## config.mk

```make
export PLATFORM = sky130hd
export DESIGN_NAME = cregs_bank
export DESIGN_NICKNAME = d
export VERILOG_FILES = /design/src/rtl/cregs_pkg.sv /design/src/rtl/cregs_decode.sv /design/src/rtl/cregs_cell.sv /design/src/rtl/cregs_bank.sv
export SDC_FILE = /design/constraint.sdc
export NUM_CORES = 2
export LEC_CHECK = 0
export BUFFER_PORTS_ARGS = -buffer_cell sky130_fd_sc_hd__buf_2
export CAP_MARGIN = 20
export CORE_MARGIN = 10
export CORE_UTILIZATION = 45
export CTS_CLUSTER_SIZE = 24
export DETAILED_ROUTE_END_ITERATION = 6
export SKIP_LAST_GASP = 1
export SLEW_MARGIN = 25
export SYNTH_ARGS = -nofsm -noshare
export SYNTH_HDL_FRONTEND = slang
export SYNTH_SLANG_ARGS = --single-unit
```

## constraint.sdc

```tcl
create_clock -name clk -period 6 [get_ports clk]
set_input_delay 1.2 -clock clk [delete_from_list [all_inputs] [get_ports clk]]
set_output_delay 1.2 -clock clk [all_outputs]
set_load 0.1 [all_outputs]
```

## src/rtl/cregs_pkg.sv

```systemverilog
package cregs_pkg;

  // Alias operation, encoded exactly as index bits [5:4] of an aliased word
  typedef enum logic [1:0] {
    OP_OVR = 2'd0,
    OP_SET = 2'd1,
    OP_CLR = 2'd2
  } alias_op_e;

  typedef enum logic [1:0] {
    TGT_NONE  = 2'd0,
    TGT_ALIAS = 2'd1,
    TGT_PLAIN = 2'd2
  } tgt_e;

  localparam int unsigned SLOT_W = 3;

  typedef struct packed {
    tgt_e              tgt;
    alias_op_e         op;
    logic [SLOT_W-1:0] slot;
  } dec_t;

  // Fixed word indices
  localparam int unsigned CFG0_LOW   = 8;
  localparam int unsigned CFG1_LOW   = 9;
  localparam int unsigned STAT_IDX   = 'h100;
  localparam int unsigned MASK_IDX   = 'h101;
  localparam int unsigned PROT_IDX   = 'h3FE;
  localparam int unsigned LOCK_IDX   = 'h3FF;
  localparam int unsigned N_PLAIN    = 4;

endpackage

```

## src/rtl/cregs_decode.sv

```systemverilog
module cregs_decode
  import cregs_pkg::*;
#(
  parameter int unsigned IDX_W  = 10,
  parameter int unsigned N_CTRL = 6
) (
  input  logic [IDX_W-1:0] idx,
  output dec_t             dec
);

  logic       low_page;
  logic [3:0] low_nib;
  logic [1:0] grp;

  assign low_page = (idx[IDX_W-1:6] == '0);
  assign low_nib  = idx[3:0];
  assign grp      = idx[5:4];

  always_comb begin
    dec.tgt  = TGT_NONE;
    dec.op   = OP_OVR;
    dec.slot = '0;
    if (low_page && grp != 2'd3) begin
      dec.op = alias_op_e'(grp);
      if (32'(low_nib) < N_CTRL) begin
        dec.tgt  = TGT_ALIAS;
        dec.slot = SLOT_W'(low_nib);
      end else if (32'(low_nib) == CFG0_LOW) begin
        dec.tgt  = TGT_ALIAS;
        dec.slot = SLOT_W'(N_CTRL);
      end else if (32'(low_nib) == CFG1_LOW) begin
        dec.tgt  = TGT_ALIAS;
        dec.slot = SLOT_W'(N_CTRL + 1);
      end
    end else begin
      dec.op = OP_OVR;
      if (32'(idx) == STAT_IDX) begin
        dec.tgt = TGT_PLAIN; dec.slot = SLOT_W'(0);
      end else if (32'(idx) == MASK_IDX) begin
        dec.tgt = TGT_PLAIN; dec.slot = SLOT_W'(1);
      end else if (32'(idx) == PROT_IDX) begin
        dec.tgt = TGT_PLAIN; dec.slot = SLOT_W'(2);
      end else if (32'(idx) == LOCK_IDX) begin
        dec.tgt = TGT_PLAIN; dec.slot = SLOT_W'(3);
      end
    end
  end

endmodule

```

## src/rtl/cregs_cell.sv

```systemverilog
module cregs_cell
  import cregs_pkg::*;
#(
  parameter int unsigned DATA_W = 64
) (
  input  logic              clk,
  input  logic              rst,
  input  logic              wr_en,
  input  alias_op_e         op,
  input  logic [DATA_W-1:0] wdata,
  output logic [DATA_W-1:0] q
);

  always_ff @(posedge clk) begin
    if (rst) begin
      q <= '0;
    end else if (wr_en) begin
      unique case (op)
        OP_OVR:  q <= wdata;
        OP_SET:  q <= q | wdata;
        OP_CLR:  q <= q & ~wdata;
        default: q <= q;
      endcase
    end
  end

endmodule

```

## src/rtl/cregs_bank.sv

```systemverilog
module cregs_bank
  import cregs_pkg::*;
#(
  parameter int unsigned DATA_W = 64,
  parameter int unsigned ADDR_W = 13,
  parameter int unsigned SIZE_W = 4,
  parameter int unsigned N_CTRL = 6
) (
  input  logic              clk,
  input  logic              rst,
  input  logic              req_vld,
  input  logic              req_we,
  input  logic [ADDR_W-1:0] req_addr,
  input  logic [SIZE_W-1:0] req_size,
  input  logic [DATA_W-1:0] req_wdata,
  output logic              rsp_vld,
  output logic [DATA_W-1:0] rsp_rdata,
  output logic              rsp_wo_err,
  output logic              rsp_undec_err,
  output logic              rsp_fmt_err
);

  localparam int unsigned WORD_BYTES = DATA_W / 8;
  localparam int unsigned OFS_W      = $clog2(WORD_BYTES);
  localparam int unsigned IDX_W      = ADDR_W - OFS_W;
  localparam int unsigned N_ALIAS    = N_CTRL + 2;
  localparam int unsigned AL_SW      = $clog2(N_ALIAS);
  localparam int unsigned PL_SW      = $clog2(N_PLAIN);

  logic [IDX_W-1:0]  idx;
  dec_t              dec;
  logic              fmt_bad;
  logic              acc_ok;
  logic              wr_go;
  logic [DATA_W-1:0] alias_q [N_ALIAS];
  logic [DATA_W-1:0] plain_q [N_PLAIN];
  logic [DATA_W-1:0] rd_val;
  logic              wo_hit;
  logic              undec_hit;

  assign idx     = req_addr[ADDR_W-1:OFS_W];
  assign fmt_bad = (req_size != SIZE_W'(WORD_BYTES)) || (req_addr[OFS_W-1:0] != '0);
  assign acc_ok  = req_vld && !fmt_bad;
  assign wr_go   = acc_ok && req_we;

  cregs_decode #(
    .IDX_W  (IDX_W),
    .N_CTRL (N_CTRL)
  ) dec_i (
    .idx (idx),
    .dec (dec)
  );

  for (genvar g = 0; g < N_ALIAS; g++) begin : g_alias
    cregs_cell #(.DATA_W(DATA_W)) cell_i (
      .clk   (clk),
      .rst   (rst),
      .wr_en (wr_go && dec.tgt == TGT_ALIAS && dec.slot == SLOT_W'(g)),
      .op    (dec.op),
      .wdata (req_wdata),
      .q     (alias_q[g])
    );
  end

  for (genvar g = 0; g < N_PLAIN; g++) begin : g_plain
    cregs_cell #(.DATA_W(DATA_W)) cell_i (
      .clk   (clk),
      .rst   (rst),
      .wr_en (wr_go && dec.tgt == TGT_PLAIN && dec.slot == SLOT_W'(g)),
      .op    (OP_OVR),
      .wdata (req_wdata),
      .q     (plain_q[g])
    );
  end

  always_comb begin
    rd_val    = '0;
    wo_hit    = 1'b0;
    undec_hit = 1'b0;
    if (acc_ok) begin
      unique case (dec.tgt)
        TGT_ALIAS: begin
          if (dec.op != OP_OVR) wo_hit = !req_we;
          else if (!req_we)     rd_val = alias_q[dec.slot[AL_SW-1:0]];
        end
        TGT_PLAIN: begin
          if (!req_we) rd_val = plain_q[dec.slot[PL_SW-1:0]];
        end
        default: undec_hit = 1'b1;
      endcase
    end
  end

  always_ff @(posedge clk) begin
    if (rst) begin
      rsp_vld       <= 1'b0;
      rsp_rdata     <= '0;
      rsp_wo_err    <= 1'b0;
      rsp_undec_err <= 1'b0;
      rsp_fmt_err   <= 1'b0;
    end else begin
      rsp_vld       <= req_vld;
      rsp_rdata     <= rd_val;
      rsp_wo_err    <= wo_hit;
      rsp_undec_err <= undec_hit;
      rsp_fmt_err   <= req_vld && fmt_bad;
    end
  end

endmodule

```

==> flow_summary.json <==
{
  "io-pin-count": 153,
  "hold_path.class": "reg2reg",
  "gr-usage-met1": 0.390,
  "power.leakage_uw": 0.0133,
  "r2r_start": "g_alias[3].cell_i.q[62]",
  "place_worst_setup_slack_ns": 1.01,
  "yosysSeqAreaShare": 0.469,
  "drt_wl_total_um": 132000,
  "io_buffers": 152,
  "antenna_found_initial": 7,
  "die_area_um2": 90900,
  "synth_top_area_share": 0.469,
  "comb_power_share": 0.034,
  "placed_area_um2": 37200,
  "cap_violations": 0,
  "grt_start_max_net_pins": 211,
  "syn_avg_cell_area_um2": 7.85,
  "holdBufCountCts": 0,
  "routedWlPerCell_um": 23.6,
  "clk_pin_slew_ns": 0.06,
  "syn-instance-count": 4543,
  "setup_ws_ns": 1.70,
  "pwr-share-clk": 0.488,
  "clockRootBuffer": "clkbuf_16",
  "synth_nets": 4632,
  "synth_area_um2": 35700,
  "hold_start": "g_plain[2].cell_i.q[4]",
  "ir_drop_v": 0.000182,
  "use_met3": 0.0489,
  "cts.repair.resized": 0,
  "routabilityCongestion": 0.828,
  "yosys_warnings": 0,
  "synth.area.top_cells": "dfxtp_1 47%, a21oi_1 13%, nand2_1 11%, o21ai_0 7.6%, mux2i_1 3.2%",
  "layout_commonest_cell": "nand2_1",
  "cp.arrival_ns": 4.78,
  "ys_types": 49,
  "grt_overflow": 0,
  "multiInputGateArea_um2": 17300,
  "fin_crit_ns": 4.30,
  "clock_sinks": 836,
  "remaining_drc_errors": 1,
  "critPathKind": "in2reg",
  "slew_violations": 0,
  "ys_ff_latch": 836,
  "coreArea_um2": 78700,
  "initial_utilization": 0.453,
  "whs_ns": 0.449,
  "seqPwrFrac": 0.477,
  "swShare": 0.227,
  "rsz0062_at_grt": "no",
  "vias": 34000,
  "cp_max_fo": 34,
  "cts_buffers": 91,
  "regToRegSetupSlack_ns": 4.56,
  "required_ns": 6.48,
  "end_kind": "register",
  "p_sw_uw": 2640,
  "outcome": "complete, but fails checks",
  "timing.max_slew.rel_slack": 0.280,
  "htreeDepth": 3,
  "hpwl_um": 73400,
  "layout-drive-gt1-share": 0.109,
  "cts_buffer_depth": 3,
  "grtUsageMet2": 0.437,
  "p_int_uw": 8990,
  "powerDensity_nw_per_um2": 289,
  "setup_violations": 0,
  "die_h_um": 302,
  "row_count": 103,
  "crit_path_start_kind": "input pin",
  "tightest_slew_ns": 1.08,
  "min_path_cells": 2,
  "nFillCells": 7464,
  "rr_worst_depth": 4,
  "final_hold_viol_count": 0,
  "skew_ns": 0.0188,
  "die_w_um": 302,
  "fin_area_um2": 40300,
  "layout_common_cells": "1028 x nand2_1, 918 x a21oi_1, 836 x dfxtp_1",
  "busiest_layer": "met2",
  "clk_latency_ns": 0.65,
  "yosysTopAreaCell": "dfxtp_1",
  "fin_tns_setup_ns": 0,
  "seqCellArea_um2": 16700,
  "violations": "design-rule violations",
  "r2r-end": "rsp_rdata[62]",
  "min_period_over_period": 0.717,
  "fmax_ghz": 0.233,
  "fin_nets": 4581,
  "area_growth_pct": 12.9,
  "cts_tree": "yes",
  "dr.pass1.iters": 7,
  "grt_usage": 0.278,
  "postRouteAntennaNets": 0,
  "vias_per_cell": 6.06,
  "min_to": "g_plain[2].cell_i.q[4]",
  "utilization": 0.511,
  "grt_pass1_vias": 31700,
  "post_cts_buffers": 0,
  "grt_pass1_wl_um": 199000,
  "drtIter0Drc": 4269
}
==> cells in the mapped netlist (all sizes together) <==
master      n
a221o      13
maj3        1
nor3b       1
clkbuf    269
or3         6
nor2      189
nor4        4
dfxtp     836
nor2b       1
a221oi     30
or4b        2
nor4b       1
and4        2
mux2i     115
a22oi      15
o22ai      26
o221ai     72
ha          4
a2111o      1
nor3        5
a222oi     51
a21o        1
a2bb2o      1
nand4       3
o211ai     64
buf       110
mux2       77
or2         4
and3       20
nand2    1031
and2        4
o32ai      13
nand2b      2
inv        81
xnor2       1
xor2        1
nand3      12
or4         2
o21ai     553
a2111oi     1
a21oi     918
==> layer usage <==
metal / share of wire / wire [um]
met4: 0.021 / 2720
met2: 0.45 / 60000
met3: 0.096 / 12800
met1: 0.43 / 57000
met5: 0 / 0
==> final cells by class <==
type,count,share of cell area
Multi-Input combinational cell,3247,0.429
Sequential cell,836,0.416
Clock buffer,142,0.0692
Timing Repair Buffer,235,0.0402
Tap cell,1050,0.0326
Inverter,81,0.00755
Clock inverter,22,0.00556
Antenna cell,4,0.000249
==> how the worst max path moves through the flow <==
stage	start	endpoint	slack [ns]
6_report	req_addr[4]	g_plain[1].cell_i.q[19]	1.70
5_1_grt	req_addr[12]	g_plain[1].cell_i.q[36]	1.62
4_1_cts	req_addr[12]	g_alias[6].cell_i.q[16]	1.67
3_5_place_dp	req_addr[12]	g_alias[6].cell_i.q[33]	1.01
3_3_place_gp	req_addr[12]	g_alias[6].cell_i.q[14]	1.08
2_1_floorplan	req_addr[1]	g_alias[2].cell_i.q[10]	2.50
==> stage by stage <==
step	power [uW]	std cells
after floorplan	5900	4543
after global placement	6060	5444
after detailed placement	6060	5447
after CTS	11700	5611
after global routing	11900	5613
final	11600	5617
==> cell families (layout without fill, tap and decap cells) <==
group / count (synthesis) / in the layout / share of synthesized area
XOR/XNOR: 2 / 2 / 0.000491
adder cells (fa/ha/maj): 5 / 5 / 0.00168
AND/OR/NAND/NOR: 1289 / 1289 / 0.143
AO/OA/AOI/OAI: 1759 / 1759 / 0.275
multiplexers: 192 / 192 / 0.0566
flip-flops: 836 / 836 / 0.469
buffers and inverters: 460 / 480 / 0.0537
other: 0 / 4 / 0
==> power by group through the flow <==
stage | Clock, uW | Sequential [uW] | Combinational [uW]
3_5_place_dp | 0 | 5670 | 387
6_report | 5680 | 5550 | 400
3_3_place_gp | 0 | 5670 | 388
4_1_cts | 5730 | 5550 | 388
5_1_grt | 5950 | 5550 | 420
2_1_floorplan | 0 | 5680 | 222
==> flip-flops by register name, indices dropped and copies added (netlist names) <==
| name | flops |
|---|---|
| rsp_wo_err | 1 |
| rsp_fmt_err | 1 |
| rsp_undec_err | 1 |
| rsp_vld | 1 |
| g_alias.cell_i.q | 512 |
| rsp_rdata | 64 |
| g_plain.cell_i.q | 256 |
==> critical path, cell delays in order <==
cell     delay [ns]
buf_2          0.14
or4b_1         0.54
or3_1          0.58
a21oi_1        0.86
nand3_4        0.72
buf_4          0.54
nand2_1        0.13
a21oi_1        0.06
(Power assumes the default switching activity.)
